`src/rtl/adc_pm_pkg.sv`:
```
package adc_pm_pkg;

  localparam int CHAN_W     = 3;
  localparam int MODE_W     = 2;
  localparam int CTRL_W     = 8;
  localparam int DATA_W     = 12;
  localparam int FRAME_BITS = 16;

  localparam logic [MODE_W-1:0] MODE_ON   = 2'b00;
  localparam logic [MODE_W-1:0] MODE_STBY = 2'b11;

  typedef enum logic [1:0] {PWR_ON, PWR_STBY, PWR_SHUT} pwr_e;

  typedef enum logic [2:0] {F_IDLE, F_LEAD, F_LOW, F_HIGH, F_TAIL} frm_e;

  typedef enum logic [1:0] {Q_IDLE, Q_DISC, Q_MAIN} seq_e;

  function automatic logic [CTRL_W-1:0] ctrl_word(input logic [CHAN_W-1:0] ch,
                                                  input logic [MODE_W-1:0] md);
    return {2'b00, ch, 1'b0, md};
  endfunction

  function automatic pwr_e pwr_after(input logic [MODE_W-1:0] md);
    case (md)
      MODE_ON:   return PWR_ON;
      MODE_STBY: return PWR_STBY;
      default:   return PWR_SHUT;
    endcase
  endfunction

endpackage

```
`src/rtl/adc_pm_frame.sv`:
```
module adc_pm_frame
  import adc_pm_pkg::*;
#(
  parameter int HALF_DIV    = 4,
  parameter int WAKE_CYCLES = 500
) (
  input  logic              clk,
  input  logic              rst_n,
  input  logic              start,
  input  logic              start_long,
  input  logic [CTRL_W-1:0] ctrl,
  output logic              done,
  output logic [DATA_W-1:0] rx_data,
  output logic              cs_n,
  output logic              sclk,
  output logic              mosi,
  input  logic              miso
);

  localparam int MAXC  = (WAKE_CYCLES > HALF_DIV) ? WAKE_CYCLES : HALF_DIV;
  localparam int CNT_W = $clog2(MAXC + 1);
  localparam int BIT_W = $clog2(FRAME_BITS);
  localparam logic [CNT_W-1:0] HALF_LD = CNT_W'(HALF_DIV - 1);
  localparam logic [CNT_W-1:0] WAKE_LD = CNT_W'(WAKE_CYCLES);
  localparam logic [BIT_W-1:0] LAST_BIT = BIT_W'(FRAME_BITS - 1);

  frm_e                  st_q, st_d;
  logic [CNT_W-1:0]      cnt_q, cnt_d;
  logic [BIT_W-1:0]      bit_q, bit_d;
  logic [FRAME_BITS-1:0] tx_q, tx_d;
  logic [DATA_W-1:0]     rx_q, rx_d;
  logic                  cs_q, cs_d, sclk_q, sclk_d, mosi_q, mosi_d, done_q, done_d;
  logic                  cnt_zero;

  assign cnt_zero = (cnt_q == '0);

  always_comb begin
    st_d   = st_q;
    cnt_d  = cnt_q;
    bit_d  = bit_q;
    tx_d   = tx_q;
    rx_d   = rx_q;
    cs_d   = cs_q;
    sclk_d = sclk_q;
    mosi_d = mosi_q;
    done_d = 1'b0;
    case (st_q)
      F_IDLE: if (start) begin
        st_d  = F_LEAD;
        cs_d  = 1'b0;
        tx_d  = {ctrl, {(FRAME_BITS-CTRL_W){1'b0}}};
        cnt_d = start_long ? WAKE_LD : HALF_LD;
        bit_d = '0;
      end
      F_LEAD: if (cnt_zero) begin
        st_d   = F_LOW;
        sclk_d = 1'b0;
        mosi_d = tx_q[FRAME_BITS-1];
        tx_d   = tx_q << 1;
        cnt_d  = HALF_LD;
      end else cnt_d = cnt_q - 1'b1;
      F_LOW: if (cnt_zero) begin
        st_d   = F_HIGH;
        sclk_d = 1'b1;
        rx_d   = {rx_q[DATA_W-2:0], miso};
        cnt_d  = HALF_LD;
      end else cnt_d = cnt_q - 1'b1;
      F_HIGH: if (cnt_zero) begin
        cnt_d = HALF_LD;
        if (bit_q == LAST_BIT) begin
          st_d = F_TAIL;
        end else begin
          st_d   = F_LOW;
          bit_d  = bit_q + 1'b1;
          sclk_d = 1'b0;
          mosi_d = tx_q[FRAME_BITS-1];
          tx_d   = tx_q << 1;
        end
      end else cnt_d = cnt_q - 1'b1;
      F_TAIL: if (cnt_zero) begin
        st_d   = F_IDLE;
        cs_d   = 1'b1;
        mosi_d = 1'b0;
        done_d = 1'b1;
      end else cnt_d = cnt_q - 1'b1;
      default: st_d = F_IDLE;
    endcase
  end

  always_ff @(posedge clk or negedge rst_n) begin
    if (!rst_n) begin
      st_q   <= F_IDLE;
      cnt_q  <= '0;
      bit_q  <= '0;
      tx_q   <= '0;
      rx_q   <= '0;
      cs_q   <= 1'b1;
      sclk_q <= 1'b1;
      mosi_q <= 1'b0;
      done_q <= 1'b0;
    end else begin
      st_q   <= st_d;
      cnt_q  <= cnt_d;
      bit_q  <= bit_d;
      tx_q   <= tx_d;
      rx_q   <= rx_d;
      cs_q   <= cs_d;
      sclk_q <= sclk_d;
      mosi_q <= mosi_d;
      done_q <= done_d;
    end
  end

  assign done    = done_q;
  assign rx_data = rx_q;
  assign cs_n    = cs_q;
  assign sclk    = sclk_q;
  assign mosi    = mosi_q;

endmodule

```
`src/rtl/adc_pm_seq.sv`:
```
module adc_pm_seq
  import adc_pm_pkg::*;
#(
  parameter bit REPEAT_WAKE = 1'b0
) (
  input  logic              clk,
  input  logic              rst_n,
  input  logic              req_valid,
  input  logic [CHAN_W-1:0] req_chan,
  input  logic [MODE_W-1:0] req_mode,
  output logic              req_ready,
  input  logic              frm_done,
  input  logic [DATA_W-1:0] frm_rx,
  output logic              start,
  output logic              start_long,
  output logic [CTRL_W-1:0] start_ctrl,
  output logic              frame_long,
  output logic              result_valid,
  output logic [DATA_W-1:0] result_data,
  output logic [CHAN_W-1:0] result_chan
);

  seq_e              st_q, st_d;
  pwr_e              pwr_q, pwr_d;
  logic [CHAN_W-1:0] chan_q, chan_d;
  logic [MODE_W-1:0] mode_q, mode_d;
  logic              long_q, long_d;
  logic              val_q, val_d;
  logic [DATA_W-1:0] data_q, data_d;
  logic              shut_wait;
  logic              shut_repeat;

  generate
    if (REPEAT_WAKE) begin : g_repeat
      assign shut_wait   = 1'b0;
      assign shut_repeat = (pwr_q == PWR_SHUT);
    end else begin : g_delay
      assign shut_wait   = (pwr_q == PWR_SHUT);
      assign shut_repeat = 1'b0;
    end
  endgenerate

  always_comb begin
    st_d       = st_q;
    pwr_d      = pwr_q;
    chan_d     = chan_q;
    mode_d     = mode_q;
    long_d     = long_q;
    val_d      = 1'b0;
    data_d     = data_q;
    start      = 1'b0;
    start_long = 1'b0;
    start_ctrl = ctrl_word(chan_q, mode_q);
    case (st_q)
      Q_IDLE: if (req_valid) begin
        chan_d     = req_chan;
        mode_d     = req_mode;
        start      = 1'b1;
        start_long = shut_wait;
        long_d     = shut_wait;
        start_ctrl = ctrl_word(req_chan, shut_repeat ? MODE_ON : req_mode);
        st_d       = shut_repeat ? Q_DISC : Q_MAIN;
      end
      Q_DISC: if (frm_done) begin
        pwr_d  = PWR_ON;
        start  = 1'b1;
        long_d = 1'b0;
        st_d   = Q_MAIN;
      end
      Q_MAIN: if (frm_done) begin
        val_d  = 1'b1;
        data_d = frm_rx;
        pwr_d  = pwr_after(mode_q);
        long_d = 1'b0;
        st_d   = Q_IDLE;
      end
      default: st_d = Q_IDLE;
    endcase
  end

  always_ff @(posedge clk or negedge rst_n) begin
    if (!rst_n) begin
      st_q   <= Q_IDLE;
      pwr_q  <= PWR_ON;
      chan_q <= '0;
      mode_q <= '0;
      long_q <= 1'b0;
      val_q  <= 1'b0;
      data_q <= '0;
    end else begin
      st_q   <= st_d;
      pwr_q  <= pwr_d;
      chan_q <= chan_d;
      mode_q <= mode_d;
      long_q <= long_d;
      val_q  <= val_d;
      data_q <= data_d;
    end
  end

  assign req_ready    = (st_q == Q_IDLE);
  assign frame_long   = long_q;
  assign result_valid = val_q;
  assign result_data  = data_q;
  assign result_chan  = chan_q;

endmodule

```
`src/rtl/adc_pm_host.sv`:
```
module adc_pm_host
  import adc_pm_pkg::*;
#(
  parameter int HALF_DIV    = 4,
  parameter int WAKE_CYCLES = 500,
  parameter bit REPEAT_WAKE = 1'b0
) (
  input  logic        clk,
  input  logic        rst_n,
  input  logic        req_valid,
  input  logic [2:0]  req_chan,
  input  logic [1:0]  req_mode,
  output logic        req_ready,
  output logic        result_valid,
  output logic [11:0] result_data,
  output logic [2:0]  result_chan,
  output logic        adc_cs_n,
  output logic        adc_sclk,
  output logic        adc_mosi,
  input  logic        adc_miso
);

  logic [1:0]        rst_sync_q;
  logic              core_rst_n;
  logic              frm_done;
  logic [DATA_W-1:0] frm_rx;
  logic              start, start_long, frame_long;
  logic [CTRL_W-1:0] start_ctrl;

  always_ff @(posedge clk or negedge rst_n) begin
    if (!rst_n) rst_sync_q <= 2'b00;
    else        rst_sync_q <= {rst_sync_q[0], 1'b1};
  end
  assign core_rst_n = rst_sync_q[1];

  adc_pm_seq #(.REPEAT_WAKE(REPEAT_WAKE)) u_seq (
    .clk(clk), .rst_n(core_rst_n),
    .req_valid(req_valid), .req_chan(req_chan), .req_mode(req_mode),
    .req_ready(req_ready),
    .frm_done(frm_done), .frm_rx(frm_rx),
    .start(start), .start_long(start_long), .start_ctrl(start_ctrl),
    .frame_long(frame_long),
    .result_valid(result_valid), .result_data(result_data), .result_chan(result_chan)
  );

  adc_pm_frame #(.HALF_DIV(HALF_DIV), .WAKE_CYCLES(WAKE_CYCLES)) u_frame (
    .clk(clk), .rst_n(core_rst_n),
    .start(start), .start_long(start_long), .ctrl(start_ctrl),
    .done(frm_done), .rx_data(frm_rx),
    .cs_n(adc_cs_n), .sclk(adc_sclk), .mosi(adc_mosi), .miso(adc_miso)
  );

endmodule

```
`config.mk`:
```
export PLATFORM = sky130hd
export DESIGN_NAME = adc_pm_host
export DESIGN_NICKNAME = d
export VERILOG_FILES = /design/src/rtl/adc_pm_pkg.sv /design/src/rtl/adc_pm_frame.sv /design/src/rtl/adc_pm_seq.sv /design/src/rtl/adc_pm_host.sv
export SDC_FILE = /design/constraint.sdc
export NUM_CORES = 1
export LEC_CHECK = 0
export ABC_AREA = 1
export CORE_MARGIN = 2
export CORE_UTILIZATION = 25
export CTS_CLUSTER_DIAMETER = 50
export DETAILED_ROUTE_END_ITERATION = 8
export HOLD_SLACK_MARGIN = 0.03
export MAX_ROUTING_LAYER = met4
export SLEW_MARGIN = 20
export SYNTH_ARGS = -nofsm -noshare
export SYNTH_HDL_FRONTEND = slang
export SYNTH_SLANG_ARGS = --single-unit
```
`constraint.sdc`:
```
create_clock -name clk -period 2.6 [get_ports clk]
set_input_delay 0.52 -clock clk [delete_from_list [all_inputs] [get_ports clk]]
set_output_delay 0.52 -clock clk [all_outputs]
set_load 0.1 [all_outputs]
```
==> impl_metrics.csv <==
group,metric,value,unit
worst_setup_path,crit_fanout,10,
timing,period_minus_slack,1.841,ns
timing,fmax,543.3,MHz
floorplan,start_util,0.2589,
cts,clock-sinks,63,
pwr,ir_drop,0.3943,mV
worst_setup_path,critPathLaunchType,"flip-flop",
timing,slew_headroom,0.4913,
global_routing,grt_max_degree,62,
synth,synth.largest_area_cell,"dfrtp_1",
pwr,powerDensity,621.5,mW/mm2
synth,netlist_area,0.002994,mm2
detailed_routing,postRouteAntennaNets,0,
worst_setup_path,reg2reg_slack,0.76,ns
floorplan,rows,39,
flow_run,cap_violations,0,
cts,clk_latency,0.32,ns
floorplan,core_area,0.01156,mm2
floorplan,dieArea,0.01287,mm2
synth,synth_edf_count,0,
worst_setup_path,required,2.82,ns
synth,ys_top_cells_by_area,"dfrtp_1 (51%), nand2_1 (16%), o21ai_2 (5.0%)",
pwr,p_total,2.299,mW
cts,post-cts-setup-buffers,0,
timing,rsz0062_at_grt,"false",
detailed_routing,drt_first_pass_iters,5,
synth,syn_nets,362,
cts,clockBufferDepth,2,
timing,whs,0.3546,ns
floorplan,die_x,113.4,um
cts,cts_buffers,9,
floorplan,die_y,113.4,um
timing,setup_viol,0,
cts,cts_resized,0,
placement,place_area,0.003376,mm2
cts,cts_root_buf,"clkbuf_16",
detailed_routing,avgViaCountPerCell,4.308,
global_routing,antenna_found_initial,0,
synth,syn_area_per_cell,8.555,um2
global_routing,first_global_vias,2321,
placement,post-place-cells,517,
global_routing,grt-ovfl-total,0,
timing,fin_crit_sh,0.7080,
detailed_routing,drc,0,
timing,tns,0,ns
global_routing,grt.total_usage,0.1053,
timing,finalMaxSlewViolations,0,
placement,io_buffers,28,
finish,stdcell_count,533,
finish,final_area,0.003700,mm2
synth,synth_cells,350,
synth,yosysMostFrequentCell,"nand2_1",
synth,ys_seq_area_frac,0.5274,
min_path,hold_class,"in -> async",
placement,dp.final_hpwl,4091,um
detailed_routing,wirelength,5907,um
pwr,leakage,1.884,nW
synth,ys_types,31,
placement,gp_congestion,0.7680,
timing,tightestPinTransition,0.7630,ns
worst_setup_path,critPathKind,"reg -> reg",
worst_setup_path,r2r_start,"u_frame.cnt_q[0]",
finish,area_growth,23.57,%
detailed_routing,wire_per_inst,11.08,um
synth,yosysWarnings,0,
timing,hold_violations,0,
synth,synth_common_cells,"nand2_1 (127), dfrtp_1 (61), inv_1 (33)",
finish,layout.nets,397,
synth,synth_top_area_frac,0.5098,
cts,cts_htree_levels,3,
detailed_routing,vias,2296,
cts,cts_hold_buf,0,
worst_setup_path,reg2reg_to,"u_frame.cnt_q[1]",
worst_setup_path,r2r_cells,9,
worst_setup_path,end_kind,"flip-flop",
timing,fin_skew,0.006777,ns
floorplan,io_pins,29,
finish,n_antenna_cell,0,
finish,drive_gt1_frac,0.2051,
synth,ys_async_sr_fraction,1.000,
outcome,outcome,"complete, no violations",
synth,ys.flop_type,"dfrtp_1",
synth,ys_seq_elements,63,
cts,clk_pin_slew,0.05,ns
cts,cts_tree,"done",
global_routing,grt_pass1_wl,10630,um
worst_setup_path,crit_arrival,2.06,ns
detailed_routing,dr.first_iter.drc_count,138,
[cells in the final DEF, fill, tap and decap left out, types with 3 or more instances in the layout]
master           count
xor2_1               4
nand2_1            127
o21ai_2             17
inv_1               33
nand3_2              3
nand4_1              3
inv_2                3
buf_4               23
nand2_2              6
ha_1                 3
dfrtp_1             60
nand2_4              3
clkdlybuf4s50_1      8
nand3_1             25
o21ai_0             20
clkbuf_16            9
nor2_1              19
[cell type report]
class / instances / area, um2
fillers: 1192 / 7865
flip-flops and latches: 63 / 1580
multi-input cells: 243 / 1220
repair buffers: 31 / 252.7
clock buffers: 11 / 242.7
well taps: 143 / 178.9
inverters: 37 / 143.9
clock inverters: 5 / 81.33
[worst max-delay path: stages (launching register included)]
cell	delay (ns)
dfrtp_1	0.37
inv_1	0.14
ha_1	0.27
nand2_2	0.13
nor2_4	0.17
nand3_1	0.14
nand3_2	0.22
inv_2	0.13
nand2_1	0.10
nand2_1	0.05
[worst max-delay path by stage]
stage | slack [ns] | from | endpoint | cells past startpoint
final | 0.76 | u_frame.cnt_q[0] | u_frame.cnt_q[1] | 9
after global placement | 0.50 | req_valid | u_frame.tx_q[11] | 6
after global routing | 0.57 | u_frame.cnt_q[0] | u_frame.cnt_q[4] | 9
after detailed placement | 0.47 | req_valid | u_frame.tx_q[12] | 6
after CTS | 0.76 | u_frame.cnt_q[0] | u_frame.cnt_q[8] | 9
after floorplan | 0.57 | u_seq.st_q[1] | u_frame.bit_q[2] | 7
[registers in the layout (all words and copies together) (netlist names)]
signal              cells
u_frame.sclk            1
u_frame.tx_q            8
u_frame.cnt_q           9
u_seq.result_data      12
u_frame.rx_data        12
u_seq.pwr_q             2
u_seq.result_valid      1
rst_sync_q              2
u_seq.st_q              1
u_frame.mosi            1
u_frame.bit_q           4
u_frame.done            1
u_seq.result_chan       3
u_frame.cs_n            1
u_seq.mode_q            2
u_frame.st_q            3
[metal layers]
| layer | vias up | global-route usage | share of wire |
|---|---|---|---|
| met4 | 0 | 0.03902 | 0.016 |
| met1 | 1079 | 0.1306 | 0.48 |
| met2 | 36 | 0.1649 | 0.47 |
| met5 | - | - | 0 |
| li1 | 1173 | - | - |
| met3 | 8 | 0.02976 | 0.038 |
[metrics by stage]
stage | worst slack [ns] | utilization
2_1_floorplan | 0.5735 | -
3_3_place_gp | 0.5030 | 0.2919
3_5_place_dp | 0.4749 | 0.2919
4_1_cts | 0.7589 | 0.3199
5_1_grt | 0.5722 | 0.3199
6_report | 0.7593 | 0.3199
[where the power goes]
group	internal, mW	leakage, nW	switching (mW)
clock	0.864	0.156	0.417
combinational	0.0119	0.894	0.0209
sequential	0.984	0.834	0.000591
[logic make-up (layout without fill, tap and decap cells)]
family / after synthesis / in the layout / synth area share
compound gates: 43 / 43 / 0.09821
xor+xnor: 5 / 5 / 0.01463
fa+ha+maj: 3 / 3 / 0.01254
buf+inv: 44 / 84 / 0.06519
flops: 63 / 63 / 0.5274
other cells: 1 / 1 / 0.001252
simple gates: 191 / 191 / 0.2808
Note: power is estimated with default switching activity, not from simulation.
